[src/rtl/cbb_pwm_pkg.sv]
`timescale 1ns/1ps
package cbb_pwm_pkg;
    // Q1.15 fixed point: FRAC fractional bits, Q_ONE represents 1.0
    localparam int QW    = 16;
    localparam int FRAC  = 15;
    localparam int Q_ONE = 1 << FRAC;

    typedef enum logic [1:0] {
        ST_RESET,
        ST_CHARGE,
        ST_BRIDGE
    } seq_state_e;
endpackage

[src/rtl/cbb_duty_calc.sv]
`timescale 1ns/1ps
// Turns one input set into cycle counts for the charge interval and both bridge groups.
module cbb_duty_calc
    import cbb_pwm_pkg::*;
#(
    parameter int PERIOD = 15000,
    parameter int CW     = $clog2(PERIOD + 1)
) (
    input  logic [QW-1:0]        ddc_i,
    input  logic [QW-1:0]        mod_i [3],
    output logic [CW-1:0]        dc_cnt_o,
    output logic [2:0][CW-1:0]   up_len_o,
    output logic [2:0][CW-1:0]   lo_len_o,
    output logic                 err_o
);
    localparam int AW = QW + 1;
    localparam int DW = QW + 2;
    localparam int PW = DW + CW;
    localparam logic [AW-1:0] ONE = AW'(Q_ONE);

    logic [AW-1:0] ext   [3];
    logic [AW-1:0] mag   [3];
    logic [AW-1:0] max_mag;
    logic [AW-1:0] ddc_eff;
    logic [AW-1:0] rem;
    logic [AW-1:0] max_eff;
    logic [AW-1:0] zero_seq;
    logic [CW-1:0] off_cnt;
    logic [1:0][CW-1:0] up_raw;
    logic [1:0][CW-1:0] lo_raw;

    function automatic logic [CW-1:0] to_cycles(input logic [DW-1:0] q);
        logic [PW-1:0] prod;
        prod = PW'(q) * PW'(PERIOD);
        return CW'(prod >> FRAC);
    endfunction

    function automatic logic [2:0][CW-1:0] fill_group(input logic [CW-1:0] l0,
                                                      input logic [CW-1:0] l1,
                                                      input logic [CW-1:0] span);
        logic [CW-1:0] a;
        logic [CW-1:0] b;
        logic [CW-1:0] rest;
        a    = (l0 > span) ? span : l0;
        rest = span - a;
        b    = (l1 > rest) ? rest : l1;
        return {rest - b, b, a};
    endfunction

    // Magnitudes of all three phases, 17 bits so that -1.0 is representable.
    for (genvar i = 0; i < 3; i++) begin : g_mag
        assign ext[i] = {mod_i[i][QW-1], mod_i[i]};
        assign mag[i] = mod_i[i][QW-1] ? (~ext[i] + AW'(1)) : ext[i];
    end

    always_comb begin
        max_mag = mag[0];
        if (mag[1] > max_mag) max_mag = mag[1];
        if (mag[2] > max_mag) max_mag = mag[2];
    end

    always_comb begin
        ddc_eff  = ({1'b0, ddc_i} > ONE) ? ONE : {1'b0, ddc_i};
        rem      = ONE - ddc_eff;
        err_o    = ({1'b0, ddc_i} > ONE) || (max_mag >= rem);
        max_eff  = err_o ? '0 : max_mag;
        zero_seq = (rem - max_eff) / AW'(3);
        dc_cnt_o = to_cycles(DW'(ddc_eff));
        off_cnt  = CW'(PERIOD) - dc_cnt_o;
    end

    // Only phases a and b are scaled; phase c takes the residue of each group.
    for (genvar i = 0; i < 2; i++) begin : g_scale
        logic [AW-1:0] pos_part;
        logic [AW-1:0] neg_part;
        always_comb begin
            pos_part = (err_o || mod_i[i][QW-1]) ? '0 : ext[i];
            neg_part = (err_o || !mod_i[i][QW-1]) ? '0 : mag[i];
        end
        assign up_raw[i] = to_cycles(DW'(pos_part) + DW'(zero_seq));
        assign lo_raw[i] = to_cycles(DW'(neg_part) + DW'(zero_seq));
    end

    assign up_len_o = fill_group(up_raw[0], up_raw[1], off_cnt);
    assign lo_len_o = fill_group(lo_raw[0], lo_raw[1], off_cnt);
endmodule

[src/rtl/cbb_group_seq.sv]
`timescale 1ns/1ps
// Picks the conducting switch of one bridge group from the offset into the bridge interval.
module cbb_group_seq #(
    parameter int CW = 14
) (
    input  logic                en_i,
    input  logic [CW-1:0]       t_i,
    input  logic [2:0][CW-1:0]  len_i,
    output logic [2:0]          sel_o
);
    logic [CW:0] bound [3];

    for (genvar i = 0; i < 3; i++) begin : g_slot
        logic [CW:0] lo_edge;
        if (i == 0) begin : g_first
            assign bound[i] = {1'b0, len_i[i]};
            assign lo_edge  = '0;
        end else begin : g_next
            assign bound[i] = bound[i-1] + {1'b0, len_i[i]};
            assign lo_edge  = bound[i-1];
        end
        assign sel_o[i] = en_i && ({1'b0, t_i} >= lo_edge) && ({1'b0, t_i} < bound[i]);
    end
endmodule

[src/rtl/cbb_pwm_seq.sv]
`timescale 1ns/1ps
module cbb_pwm_seq
    import cbb_pwm_pkg::*;
#(
    parameter int PERIOD = 15000
) (
    input  logic                  clk,
    input  logic                  rst,
    input  logic [15:0]           duty_dc_i,
    input  logic signed [15:0]    mod_a_i,
    input  logic signed [15:0]    mod_b_i,
    input  logic signed [15:0]    mod_c_i,
    output logic                  gate_dc_o,
    output logic [2:0]            gate_up_o,
    output logic [2:0]            gate_lo_o,
    output logic                  limit_err_o
);
    localparam int CW = $clog2(PERIOD + 1);
    localparam logic [CW-1:0] LAST = CW'(PERIOD - 1);

    seq_state_e          state_q, state_d;
    logic [CW-1:0]       cnt_q;
    logic [CW-1:0]       dc_q;
    logic [2:0][CW-1:0]  up_q, lo_q;
    logic                err_q;

    logic [QW-1:0]       mod_arr [3];
    logic [CW-1:0]       dc_new;
    logic [2:0][CW-1:0]  up_new, lo_new;
    logic                err_new;
    logic                wrap;
    logic                bridge_en;
    logic [CW-1:0]       t_off;

    assign mod_arr[0] = mod_a_i;
    assign mod_arr[1] = mod_b_i;
    assign mod_arr[2] = mod_c_i;

    cbb_duty_calc #(.PERIOD(PERIOD), .CW(CW)) u_calc (
        .ddc_i    (duty_dc_i),
        .mod_i    (mod_arr),
        .dc_cnt_o (dc_new),
        .up_len_o (up_new),
        .lo_len_o (lo_new),
        .err_o    (err_new)
    );

    assign wrap = (state_q == ST_RESET) || (cnt_q == LAST);

    // Next-state logic
    always_comb begin
        state_d = state_q;
        unique case (state_q)
            ST_RESET:  state_d = (dc_new != '0) ? ST_CHARGE : ST_BRIDGE;
            ST_CHARGE: begin
                if (wrap)
                    state_d = (dc_new != '0) ? ST_CHARGE : ST_BRIDGE;
                else if ((cnt_q + CW'(1)) == dc_q)
                    state_d = ST_BRIDGE;
            end
            ST_BRIDGE: begin
                if (wrap)
                    state_d = (dc_new != '0) ? ST_CHARGE : ST_BRIDGE;
            end
            default:   state_d = ST_RESET;
        endcase
    end

    // State, counter and per-period parameter registers
    always_ff @(posedge clk) begin
        if (rst) begin
            state_q <= ST_RESET;
            cnt_q   <= '0;
            dc_q    <= '0;
            up_q    <= '0;
            lo_q    <= '0;
            err_q   <= 1'b0;
        end else begin
            state_q <= state_d;
            if (wrap) begin
                cnt_q <= '0;
                dc_q  <= dc_new;
                up_q  <= up_new;
                lo_q  <= lo_new;
                err_q <= err_new;
            end else begin
                cnt_q <= cnt_q + CW'(1);
            end
        end
    end

    // Outputs
    always_comb begin
        gate_dc_o   = (state_q == ST_CHARGE);
        bridge_en   = (state_q == ST_BRIDGE);
        t_off       = cnt_q - dc_q;
        limit_err_o = err_q;
    end

    cbb_group_seq #(.CW(CW)) u_upper (
        .en_i  (bridge_en),
        .t_i   (t_off),
        .len_i (up_q),
        .sel_o (gate_up_o)
    );

    cbb_group_seq #(.CW(CW)) u_lower (
        .en_i  (bridge_en),
        .t_i   (t_off),
        .len_i (lo_q),
        .sel_o (gate_lo_o)
    );

    assert_reset_quiet_R1: assert property (@(posedge clk)
        rst |=> (!gate_dc_o && gate_up_o == 3'b000 && gate_lo_o == 3'b000));

    assert_charge_leads_R2: assert property (@(posedge clk) disable iff (rst)
        (state_q != ST_RESET && !gate_dc_o && cnt_q != LAST) |=> !gate_dc_o);

    assert_up_onehot_R3: assert property (@(posedge clk) disable iff (rst)
        (state_q == ST_BRIDGE) |-> ($countones(gate_up_o) == 1 && !gate_dc_o));

    assert_lo_onehot_R3: assert property (@(posedge clk) disable iff (rst)
        (state_q == ST_BRIDGE) |-> ($countones(gate_lo_o) == 1 && !gate_dc_o));

    assert_hold_params_R7: assert property (@(posedge clk) disable iff (rst)
        (state_q != ST_RESET && cnt_q != LAST) |=>
        ($stable(dc_q) && $stable(up_q) && $stable(lo_q) && $stable(err_q)));
endmodule

[config.mk]
export PLATFORM = sky130hd
export DESIGN_NAME = cbb_pwm_seq
export DESIGN_NICKNAME = d
export VERILOG_FILES = /design/src/rtl/cbb_pwm_pkg.sv /design/src/rtl/cbb_duty_calc.sv /design/src/rtl/cbb_group_seq.sv /design/src/rtl/cbb_pwm_seq.sv
export SDC_FILE = /design/constraint.sdc
export NUM_CORES = 2
export LEC_CHECK = 0
export BUFFER_PORTS_ARGS = -buffer_cell sky130_fd_sc_hd__buf_2
export CORE_MARGIN = 3
export CORE_UTILIZATION = 55
export DETAILED_ROUTE_END_ITERATION = 12
export GPL_ROUTABILITY_DRIVEN = 1
export PLACE_DENSITY = 0.76
export REMOVE_ABC_BUFFERS = 1
export SYNTH_ARGS = -nofsm -noshare
export SYNTH_HDL_FRONTEND = slang
export SYNTH_SLANG_ARGS = --single-unit
export TNS_END_PERCENT = 20
[constraint.sdc]
create_clock -name clk -period 111.4 [get_ports clk]
set_input_delay 33.42 -clock clk [delete_from_list [all_inputs] [get_ports clk]]
set_output_delay 33.42 -clock clk [all_outputs]
set_load 0.1 [all_outputs]
==> metrics.md <==
| Metric | Value |
|---|---|
| Initial antenna violation count | `0` |
| Met3 Resource Use GR | `3.14%` |
| Area Overhead vs Synth | `5.38%` |
| Vias in the first global route | `approximately 33000` |
| CP delay by family, top | `compound AO/OA/AOI/OAI gates` |
| Worst setup EP type | `flip-flop` |
| Post-synth EDFFs | `0` |
| WP depth | `158` |
| Vias per inst | `5.93` |
| Post-CTS Setup Inserts | `0` |
| Fin cells | `5832` |
| Hold Violations, Final | `0` |
| Skew-Pair Late Insertion Delay | `430 ps` |
| Slew Viols, Final | `0` |
| Distinct cell type count after synthesis | `116` |
| CTS sink cnt | `115` |
| # setup viols final | `0` |
| Grt total ovfl | `0` |
| Maxcap violations | `0` |
| CP peak stage delay | `870 ps` |
| Iter 0 DRT Violations | `2272` |
| Clk slew on worst S/H paths | `60 ps` |
| Fill cells | `6486` |
| Net count reported at finish | `roughly 6000` |
| Largest net degree at the start of global routing | `96` |
| Via count | `34600` |
| Total core area | `70100 µm²` |
| Crit-path max FO | `39` |
| Syn Inst Count | `4837` |
| DRT Wirelength | `approximately 100000 µm` |
| Ports | `74` |
| DP HPWL | `89400 µm` |
| Ys Warns | `0` |
| Die H | `about 270 µm` |
| Max-slew headroom | `approximately 20%` |
| Port bufs | `73` |
| Hold EP | `dc_q[3]` |
| TritonCTS clock tree | `done` |
| Tcrit/Tclk final | `~67%` |
| Critical Path Most Common Cell | `a21oi_1` |
| Placed Instances | `5799` |
| Synth Register Bits | `115` |
| Reg area | `2300 µm²` |
| RR Endpoint | `up_q[7]` |
| Cell row count | `97` |
| RSZ-0062 raised after global routing | `false` |
| Crit path buf inv count | `9` |
| Fraction of layout cells with a size suffix above 1 | `5.03%` |
| Synth async-reset ratio | `0%` |
| Total track usage | `27.8%` |
| Minimum clock period after layout | `74260 ps` |
| Hold Crit Start | `dc_q[3]` |
| WL/cell | `18.0 µm` |
| Worst reg2reg setup slack | `about 110000 ps` |
| Post-synthesis sequential area ratio | `about 5.9%` |
| Clock Path Buffers | `2` |
| Antenna viol nets, final | `0` |
| Initial Utilization | `55.6%` |
| Worst setup path category | `in -> reg` |
| GRT met2 Usage | `47.7%` |
| Cell area after synthesis | `between 30000 and 40000 µm²` |
| CP max stage cell | `o21ai_2` |
| Cts hold-fix bufs | `0` |
| Min-Delay Path Class | `reg -> reg` |
| Outcome | `finished clean` |
| Multi-input gate area | `33800 µm²` |
| Routability cong. | `approximately 1` |
| First-pass GRT wire length | `170000 µm` |
| Fmax | `13.5 MHz` |
| Avg Cell Area, Syn | `8.07 µm²` |
| Num CTS Buffers | `17` |
| Die width | `272 µm` |
| Setup TNS Final | `0 ps` |
| Clock Skews | `8.84 ps` |
| Top Usage Layer GRT | `met2` |
| Drt pass-1 iters | `7` |
| Startpoint Class | `input pin` |
| R2r worst-path depth | `7` |
| H-tree Lvls | `4` |
| GR met1 Demand/Resource | `37.4%` |
| Hold Path Cell Cnt | `2` |
| Reg2reg start | `cnt_q[3]` |
| WP data arrival | `74620 ps` |
| CP Data Required Time | `111760 ps` |
| DRC violations left | `0` |
| Post_cts resized | `0` |
| Die ar. | `74200 µm²` |
| Worst Tran Pin Value | `around 1200 ps` |
| Post-synth top flop | `dfxtp_1` |
| Root buf cell | `clkbuf_16` |
stage by stage:
stage          setup slack (ps)  utilization, %  area, µm²  hold WS, ps
2_1_floorplan             41120               -      38700          426
3_3_place_gp              38740            57.8      40500          442
3_5_place_dp              37520            57.8      40500          448
6_report                  37140            58.6      41100          455
5_1_grt                   33700            58.6      41100          481
4_1_cts                   37890            58.6      41100          456
logic make-up after synthesis:
group | count (synthesis) | synth area share (%)
compound gates | 1197 | 20.6
xor+xnor | 388 | 8.85
fa+ha+maj | 1044 | 39.8
buf+inv | 793 | 7.67
flops | 115 | 5.90
mux | 51 | 1.35
other cells | 2 | 0.0192
simple gates | 1247 | 15.9
worst register-to-register path, delay by kind of cell (launching register included):
kind                   cells  cell delay, ps
AND/OR/NAND/NOR            3            1630
buffers and inverters      1             870
AO/OA/AOI/OAI              3             680
flip-flops                 1             370
routing by layer:
layer | vias to the layer above | part of all wire, %
met5 | - | 0
met4 | 0 | 2.4
met3 | 155 | 5.2
met2 | 965 | 48
met1 | 16500 | 45
li1 | 16900 | -
final cells by class:
| class | instances | area share [%] |
|---|---|---|
| inverters | 686 | 6.26 |
| diodes | 1 | 0.00608 |
| repair buffers | 111 | 1.59 |
| clock buffers | 18 | 1.07 |
| clock inverters | 14 | 0.377 |
| multi-input cells | 3947 | 82.2 |
| flip-flops and latches | 115 | 5.60 |
| well taps | 940 | 2.86 |
cell usage in the layout (no fill, tap or decap), types with 20 or more instances in the layout:
cell type,synthesis,layout
nor3_1,77,77
o31ai_1,32,32
inv_1,685,685
o21a_1,31,31
and2_1,49,49
nor4_1,32,32
nand2_1,301,301
o21ai_0,172,171
nor2b_1,56,56
o21bai_1,93,93
ha_1,702,702
or2_2,25,25
xor2_1,113,113
or3_1,24,24
dfxtp_1,115,115
a211oi_1,88,88
nand4_1,52,52
a21o_1,126,126
buf_4,1,39
a21oi_1,362,362
mux2i_1,37,37
a211o_1,20,20
buf_2,11,72
nor2_1,344,342
fa_1,332,332
xnor2_1,270,270
nand3_1,92,92
and3_1,40,40
a31oi_1,28,28
o211ai_1,30,30
nand2b_1,81,81
conb_1,2,20
sequential cells by signal, indices dropped and copies added (netlist names):
name and count:
limit_err_o 1, up_q 42, lo_q 42, dc_q 14, state_q 2, cnt_q 14
cells in the mapped netlist (13+ instances only):
master | instances | area share, %
ha_1 | 702 | 22
inv_1 | 685 | 6.6
a21oi_1 | 362 | 4.6
nor2_1 | 344 | 3.3
fa_1 | 332 | 17
nand2_1 | 301 | 2.9
xnor2_1 | 270 | 6.1
o21ai_0 | 172 | 2.2
a21o_1 | 126 | 2.4
dfxtp_1 | 115 | 5.9
xor2_1 | 113 | 2.5
o21bai_1 | 93 | 1.8
nand3_1 | 92 | 1.2
clkbuf_1 | 91 | 0.88
a211oi_1 | 88 | 1.7
nand2b_1 | 81 | 1.3
nor3_1 | 77 | 0.99
nor2b_1 | 56 | 0.90
nand4_1 | 52 | 0.83
and2_1 | 49 | 0.79
and3_1 | 40 | 0.64
mux2i_1 | 37 | 0.95
nor4_1 | 32 | 0.51
o31ai_1 | 32 | 0.62
o21a_1 | 31 | 0.60
o211ai_1 | 30 | 0.58
a31oi_1 | 28 | 0.45
or2_2 | 25 | 0.40
or3_1 | 24 | 0.38
a211o_1 | 20 | 0.45
a311oi_1 | 16 | 0.36
and4_1 | 14 | 0.31
mux2_2 | 14 | 0.40
or4_1 | 14 | 0.27
o21ai_1 | 13 | 0.17
worst max-delay path by stage:
stage,from,to
5_1_grt,mod_a_i[6],lo_q[39]
6_report,mod_b_i[2],lo_q[40]
2_1_floorplan,mod_b_i[2],up_q[40]
4_1_cts,mod_b_i[2],lo_q[39]
3_3_place_gp,mod_b_i[2],lo_q[39]
3_5_place_dp,mod_b_i[2],lo_q[39]
Power is left out: the tool's default activity adds up to more than one toggle a clock period on the data nets, which glitch-free logic cannot reach.
